<file path="src/rtl/ps_cfg_pkg.sv">
package ps_cfg_pkg;

    typedef enum logic [2:0] {
        S_IDLE,
        S_CFG,
        S_REL,
        S_WAIT,
        S_LOAD,
        S_SHIFT,
        S_CHK,
        S_TRAIL
    } seq_state_e;

    typedef enum logic [1:0] {
        ERR_NONE   = 2'd0,
        ERR_NOSTAT = 2'd1,
        ERR_TMO    = 2'd2,
        ERR_CONF   = 2'd3
    } err_e;

    typedef struct packed {
        logic [7:0] data;
        logic       last;
    } byte_beat_t;

    localparam longint unsigned DCLK_MAX_HZ = 64'd50_000_000;

    function automatic int unsigned max4(int unsigned a, int unsigned b,
                                         int unsigned c, int unsigned d);
        int unsigned m;
        m = a;
        if (b > m) m = b;
        if (c > m) m = c;
        if (d > m) m = d;
        return m;
    endfunction

    function automatic bit dclk_rate_ok(longint unsigned clk_hz, int unsigned half);
        return (half != 0) && (clk_hz <= DCLK_MAX_HZ * 2 * longint'(half));
    endfunction

endpackage

</file>
<file path="src/rtl/ps_cfg_timer.sv">
module ps_cfg_timer #(
    parameter int unsigned CNT_W = 8
) (
    input  logic             clk,
    input  logic             rst,
    input  logic             load,
    input  logic [CNT_W-1:0] load_val,
    output logic             zero
);
    logic [CNT_W-1:0] cnt;

    always_ff @(posedge clk) begin
        if (rst)
            cnt <= '0;
        else if (load)
            cnt <= load_val;
        else if (cnt != '0)
            cnt <= cnt - 1'b1;
    end

    assign zero = (cnt == '0);


    cnt_step_chk: assert property (@(posedge clk) disable iff (rst)
        (!load && cnt != '0) |=> (cnt == $past(cnt) - 1'b1));

endmodule

</file>
<file path="src/rtl/ps_cfg_shifter.sv">
module ps_cfg_shifter
    import ps_cfg_pkg::*;
(
    input  logic       clk,
    input  logic       rst,
    input  logic       load,
    input  byte_beat_t beat,
    input  logic       advance,
    output logic       bit_o,
    output logic       last_bit,
    output logic       last_byte
);
    logic [7:0] sreg;
    logic [2:0] bcnt;
    logic       lastq;

    always_ff @(posedge clk) begin
        if (rst) begin
            sreg  <= '0;
            bcnt  <= '0;
            lastq <= 1'b0;
        end else if (load) begin
            sreg  <= beat.data;
            bcnt  <= '0;
            lastq <= beat.last;
        end else if (advance) begin
            sreg  <= {1'b0, sreg[7:1]};
            bcnt  <= bcnt + 1'b1;
        end
    end

    assign bit_o     = sreg[0];
    assign last_bit  = (bcnt == 3'd7);
    assign last_byte = lastq;


    lsb_first_chk: assert property (@(posedge clk) disable iff (rst)
        load |=> (bit_o == $past(beat.data[0])) && !last_bit);

endmodule

</file>
<file path="src/rtl/ps_config_master.sv">
module ps_config_master
    import ps_cfg_pkg::*;
#(
    parameter longint unsigned CLK_HZ       = 64'd125_000_000,
    parameter int unsigned     T_CFG_CYC    = 313,
    parameter int unsigned     T_REL_CYC    = 250,
    parameter int unsigned     T_TMO_CYC    = 12_500_000,
    parameter int unsigned     HALF_CYC     = 2,
    parameter int unsigned     TRAIL_PULSES = 12
) (
    input  logic       clk,
    input  logic       rst,
    input  logic       start,
    input  logic [7:0] s_data,
    input  logic       s_valid,
    input  logic       s_last,
    output logic       s_ready,
    output logic       ncfg_o,
    output logic       dclk_o,
    output logic       data0_o,
    input  logic       nstatus_i,
    input  logic       confdone_i,
    output logic       busy,
    output logic       done,
    output logic       error,
    output logic [1:0] err_code
);
    localparam int unsigned CNT_W = $clog2(max4(T_CFG_CYC, T_REL_CYC, T_TMO_CYC, HALF_CYC) + 1);
    localparam int unsigned PC_W  = (TRAIL_PULSES > 1) ? $clog2(TRAIL_PULSES) : 1;
    localparam logic [CNT_W-1:0] V_CFG  = CNT_W'(T_CFG_CYC - 1);
    localparam logic [CNT_W-1:0] V_REL  = CNT_W'(T_REL_CYC - 1);
    localparam logic [CNT_W-1:0] V_TMO  = CNT_W'(T_TMO_CYC - 1);
    localparam logic [CNT_W-1:0] V_HALF = CNT_W'(HALF_CYC - 1);
    localparam logic [PC_W-1:0]  PC_END = PC_W'(TRAIL_PULSES - 1);


    initial begin
        rate_ok_chk: assert (dclk_rate_ok(CLK_HZ, HALF_CYC))
            else $error("serial clock half period too short for 50 MHz limit");
    end

    seq_state_e        state, st_n;
    logic              phase, ph_n;
    logic [PC_W-1:0]   pcnt, pc_n;
    logic              err_q, err_n, done_q, done_n;
    err_e              code_q, code_n;

    logic              tload, tzero;
    logic [CNT_W-1:0]  tval;
    logic              sh_load, sh_adv, sh_bit, sh_last_bit, sh_last_byte;
    byte_beat_t        beat;

    assign beat = '{data: s_data, last: s_last};

    ps_cfg_timer #(.CNT_W(CNT_W)) u_timer (
        .clk      (clk),
        .rst      (rst),
        .load     (tload),
        .load_val (tval),
        .zero     (tzero)
    );

    ps_cfg_shifter u_shift (
        .clk       (clk),
        .rst       (rst),
        .load      (sh_load),
        .beat      (beat),
        .advance   (sh_adv),
        .bit_o     (sh_bit),
        .last_bit  (sh_last_bit),
        .last_byte (sh_last_byte)
    );

    always_comb begin
        st_n    = state;
        ph_n    = phase;
        pc_n    = pcnt;
        err_n   = err_q;
        code_n  = code_q;
        done_n  = done_q;
        tload   = 1'b0;
        tval    = '0;
        sh_load = 1'b0;
        sh_adv  = 1'b0;
        unique case (state)
            S_IDLE: if (start) begin
                st_n   = S_CFG;
                err_n  = 1'b0;
                code_n = ERR_NONE;
                done_n = 1'b0;
                tload  = 1'b1;
                tval   = V_CFG;
            end
            S_CFG: if (tzero) begin
                if (nstatus_i) begin
                    st_n   = S_IDLE;
                    err_n  = 1'b1;
                    code_n = ERR_NOSTAT;
                end else begin
                    st_n  = S_REL;
                    tload = 1'b1;
                    tval  = V_REL;
                end
            end
            S_REL: if (tzero) begin
                st_n  = S_WAIT;
                tload = 1'b1;
                tval  = V_TMO;
            end
            S_WAIT: begin
                if (nstatus_i) begin
                    st_n = S_LOAD;
                end else if (tzero) begin
                    st_n   = S_IDLE;
                    err_n  = 1'b1;
                    code_n = ERR_TMO;
                end
            end
            S_LOAD: if (s_valid) begin
                sh_load = 1'b1;
                st_n    = S_SHIFT;
                ph_n    = 1'b0;
                tload   = 1'b1;
                tval    = V_HALF;
            end
            S_SHIFT: if (tzero) begin
                if (!phase) begin
                    ph_n  = 1'b1;
                    tload = 1'b1;
                    tval  = V_HALF;
                end else begin
                    ph_n = 1'b0;
                    if (sh_last_bit) begin
                        st_n = sh_last_byte ? S_CHK : S_LOAD;
                    end else begin
                        sh_adv = 1'b1;
                        tload  = 1'b1;
                        tval   = V_HALF;
                    end
                end
            end
            S_CHK: begin
                if (confdone_i) begin
                    st_n  = S_TRAIL;
                    ph_n  = 1'b1;
                    pc_n  = '0;
                    tload = 1'b1;
                    tval  = V_HALF;
                end else begin
                    st_n   = S_IDLE;
                    err_n  = 1'b1;
                    code_n = ERR_CONF;
                end
            end
            S_TRAIL: if (tzero) begin
                tload = 1'b1;
                tval  = V_HALF;
                if (phase) begin
                    ph_n = 1'b0;
                end else if (pcnt == PC_END) begin
                    st_n   = S_IDLE;
                    done_n = 1'b1;
                    tload  = 1'b0;
                end else begin
                    ph_n = 1'b1;
                    pc_n = pcnt + 1'b1;
                end
            end
            default: st_n = S_IDLE;
        endcase
    end

    always_ff @(posedge clk) begin
        if (rst) begin
            state  <= S_IDLE;
            phase  <= 1'b0;
            pcnt   <= '0;
            err_q  <= 1'b0;
            code_q <= ERR_NONE;
            done_q <= 1'b0;
        end else begin
            state  <= st_n;
            phase  <= ph_n;
            pcnt   <= pc_n;
            err_q  <= err_n;
            code_q <= code_n;
            done_q <= done_n;
        end
    end

    assign ncfg_o   = (state != S_CFG);
    assign dclk_o   = ((state == S_SHIFT) || (state == S_TRAIL)) && phase;
    assign data0_o  = (state == S_SHIFT) && sh_bit;
    assign s_ready  = (state == S_LOAD);
    assign busy     = (state != S_IDLE);
    assign done     = done_q;
    assign error    = err_q;
    assign err_code = code_q;


    err_idle_chk: assert property (@(posedge clk) disable iff (rst)
        $rose(error) |-> (ncfg_o && !dclk_o && !busy));


    data_hold_chk: assert property (@(posedge clk) disable iff (rst)
        dclk_o |-> $stable(data0_o));


    take_byte_chk: assert property (@(posedge clk) disable iff (rst)
        (s_valid && s_ready) |=> (!dclk_o && !s_ready));


    half_len_chk: assert property (@(posedge clk) disable iff (rst)
        $fell(dclk_o) |-> $past(tzero));


    done_clean_chk: assert property (@(posedge clk) disable iff (rst)
        $rose(done) |-> (!error && !busy && ncfg_o));


    code_set_chk: assert property (@(posedge clk) disable iff (rst)
        error |-> (err_code != 2'd0));

endmodule

</file>
<file path="config.mk">
export PLATFORM = sky130hd
export DESIGN_NAME = ps_config_master
export DESIGN_NICKNAME = d
export VERILOG_FILES = /design/src/rtl/ps_cfg_pkg.sv /design/src/rtl/ps_cfg_timer.sv /design/src/rtl/ps_cfg_shifter.sv /design/src/rtl/ps_config_master.sv
export SDC_FILE = /design/constraint.sdc
export NUM_CORES = 1
export LEC_CHECK = 0
export ABC_AREA = 0
export BUFFER_PORTS_ARGS = -buffer_cell sky130_fd_sc_hd__buf_4
export CORE_ASPECT_RATIO = 0.7
export CORE_UTILIZATION = 25
export CTS_CLUSTER_SIZE = 20
export DETAILED_ROUTE_END_ITERATION = 12
export PLACE_DENSITY = 0.47
export SYNTH_ARGS = -nofsm -noshare
export SYNTH_HDL_FRONTEND = slang
export SYNTH_SLANG_ARGS = --single-unit
</file>
<file path="constraint.sdc">
create_clock -name clk -period 2.29 [get_ports clk]
set_input_delay 0.458 -clock clk [delete_from_list [all_inputs] [get_ports clk]]
set_output_delay 0.458 -clock clk [all_outputs]
set_load 0.03 [all_outputs]
</file>
==> impl_results.md <==
* Min Clock Period, post-route at 2.16 ns
* Crit path buf inv count at 1
* Async SR Flop Fraction at 0
* Synth top area cells: dfxtp_1 34%, a21oi_1 5.2%, a211oi_1 4.0%
* Hold EP: u_shift.sreg[7]
* # fillers at about 1200
* Row Count at 32
* 1st-pass router iterations at 4
* Layout cells sized above 1 at 0.192
* Root Driver: clkbuf_16
* Finished Layout Cells at 533
* DR vias/cell at about 5
* Outcome: finished clean
* Hold path startpoint: s_data[7]
* Count of final hold-check violations at 0
* Worst Hold Depth at 3
* Clk Latency, worst-skew pair at ~0.29 ns
* Area delta synth->final at 21.2%
* Clk slew on worst S/H paths at about 0.06 ns
* Worst r2r path cells at 7
* Vias at 2675
* CP top delay family: simple AND/OR/NAND/NOR gates
* Worst r2r src: u_timer.cnt[0]
* Routed wire per std cell at 15.0 um
* H-Tree Depth at 2
* Ant. Diodes at 0
* VDD IR-drop max at between 400 and 500 uV
* Vias in the first global route at roughly 2500
* RSZ-0062 raised after global routing: false
* Hold crit path type: in2reg
* Max FO, Critical Path at 8
* Fmax at about 0.46 GHz
* Top FF cell, synth: dfxtp_1
* Critical path launch point: u_timer.cnt[0]
* Max-Cap Viols at 0
* Worst EP arrival at approximately 2.3 ns
* Clock Tree Buf Depth at 2
* PwrDens at 1470 nW/um2
* First-pass GRT wire length at 13.3 mm
* Worst R2R Setup Slack at approximately 0.13 ns
* Setup TNS at 0 ns
* CP peak stage delay at around 0.58 ns
* CP required at 2.45 ns
* Endpoints failing setup at 0
* CTS tree: yes
* Post-Synthesis Mean Instance Area at around 8 um2
* Residual DRC count at 0
* Warnings from Yosys at 0
* Crit path max-delay cell type: or3b_2
* Initial antenna violation count at 0
* Synth cell types at 55
* Final Cycle Share at 0.942
* Max Slew Vio Count at 0
* Placed insts at 523
* Top-area cell type share of the netlist area at 0.341
* Clock skew at around 0.0058 ns
* Grt total ovfl at 0
* Placed wire-length estimate at around 6.0 mm
* Critical Path End Type: register
* Final ANT Viol Nets at 0
* Initial drt markers at between 150 and 200
* Synth Instances at 348
* WS Path Type: reg2reg
* Top Ports at 24
* Register bit total from synthesis at 48
* Die width at about 130 um
* Leading area contributor after synthesis: dfxtp_1
* Worst-Margin Slew at between 0.6 and 0.7 ns
* # nets final at 400
* Largest net degree at the start of global routing at 37
* Syn Nets at between 300 and 400
* Layout Utilization at 0.311
* Starting density of the core at 0.257
* Total power at just over 5 mW
* IO buf count at 23
* Cell Chain, Critical Path: inv_1, ha_1, or3b_2, or3_1, o21a_1, o22ai_1, a21oi_1
* GRT Total Usage at 0.146
* Core ar. at about 11000 um2
* FF-to-FF End: u_timer.cnt[18]
* Startpoint types: register
* WL final at between 8 and 9 mm
* CTS Sinks at 48
* Number of flops mapped to enable cells by yosys at 0
* Num CTS Buffers at 5
* Seq/Total Area, Yosys at 0.341
* Post-synthesis cell area at about 2800 um2
* Rel. slew slack at 0.591
* Routability Congestion at roughly 0.81
* Pleak at around 1.3 nW
* Die area at between 10000 and 15000 um2
* Chip Height at around 90 um
[cell usage in the layout (no fill, tap or decap), types with 3 or more instances in the layout]
cell,Yosys,layout
o31a_1,3,3
dfxtp_1,48,47
o21ai_0,15,15
o31ai_1,4,4
nor3_1,17,17
or2_2,4,4
a31oi_1,5,5
o21a_1,4,4
mux2i_1,10,10
nand3_1,9,9
ha_1,5,5
nor2_1,22,22
inv_1,10,10
nand4_1,4,4
or4_1,7,7
clkbuf_16,0,5
o22ai_1,8,8
a211oi_1,15,15
and2_1,3,3
xnor2_1,6,6
buf_4,0,49
xor2_1,9,9
and3_1,3,3
nand2b_1,6,6
nor2b_1,4,4
nor4_1,8,8
nand2_1,29,29
or3_1,6,6
a21oi_1,29,29
[synthesized netlist by cell type, drive strengths merged (9+ instances only)]
cell / instances
a211oi: 15
a21oi: 29
buf: 12
clkbuf: 12
dfxtp: 48
inv: 10
mux2i: 10
nand2: 29
nand3: 9
nor2: 22
nor3: 18
nor4: 12
o21ai: 16
o22ai: 9
xor2: 9
[worst register-to-register path: cells and delay by family, from the launching register on]
kind,cells,cell delay [ns]
AO/OA/AOI/OAI,3,0.42
adder cells (fa/ha/maj),1,0.23
buffers and inverters,1,0.10
flip-flops,1,0.33
AND/OR/NAND/NOR,2,0.95
[logic make-up after synthesis]
logic type               Yosys count  synth area share
AO/OA/AOI/OAI                     98             0.223
multiplexers                      11            0.0396
flip-flops                        48             0.341
XOR/XNOR                          15            0.0467
AND/OR/NAND/NOR                  137             0.273
adder cells (fa/ha/maj)            5            0.0222
buffers and inverters             34            0.0542
[how the worst max path moves through the flow]
stage,depth (start not counted),end,slack (ns)
finish,7,u_timer.cnt[18],0.13
global route,5,u_timer.cnt[17],0.001
CTS,6,u_shift.sreg[1],0.08
detailed placement,6,u_shift.sreg[1],0.1
global placement,7,u_timer.cnt[18],0.15
floorplan,7,u_timer.cnt[17],0.26
[metal layers]
metal / routed length (um) / up-vias / global-route usage
li1: - / 1340 / -
met1: 4540 / 1258 / 0.233
met2: 2880 / 69 / 0.188
met3: 537 / 8 / 0.0373
met4: 55 / 0 / 0.0265
met5: 0 / - / 0
[cell type report]
cell class              count  area, um2  share of cell area
clock inverters             1       5.00             0.00147
well taps                 153        191              0.0561
inverters                  10       37.5              0.0110
repair buffers             49        368               0.108
clock buffers               6        129              0.0378
flip-flops and latches     48        962               0.282
multi-input cells         266       1720               0.503
[power by group]
part / internal (mW) / switching [mW] / total [mW] / leakage (nW)
clock network: 0.398 / 0.328 / 0.726 / 0.0667
registers: 1.05 / 0.296 / 1.34 / 0.391
logic: 1.27 / 1.69 / 2.96 / 0.811
[registers in the layout (all words and copies together), names as in the netlist, 2 cells and up]
register,flops
err_code,2
pcnt,4
state,3
u_shift.bcnt,3
u_shift.sreg,8
u_timer.cnt,24
[per-stage QoR]
stage | cell area, um2 | hold slack [ns] | setup WS, ns
after floorplan | 2810 | 0.431 | 0.255
after global placement | 3240 | 0.447 | 0.150
after detailed placement | 3240 | 0.455 | 0.0972
after CTS | 3370 | 0.403 | 0.0775
after global routing | 3410 | 0.452 | 0.000985
final | 3410 | 0.406 | 0.132
[timing repair]
item | 4_1_cts | 5_1_grt
endpoints found under the setup margin | 0 | 21
resized for setup | 0 | 6
setup buffers | 0 | 3
hold buffers | 0 | 0
No activity file was read; power rests on OpenSTA's default activity.
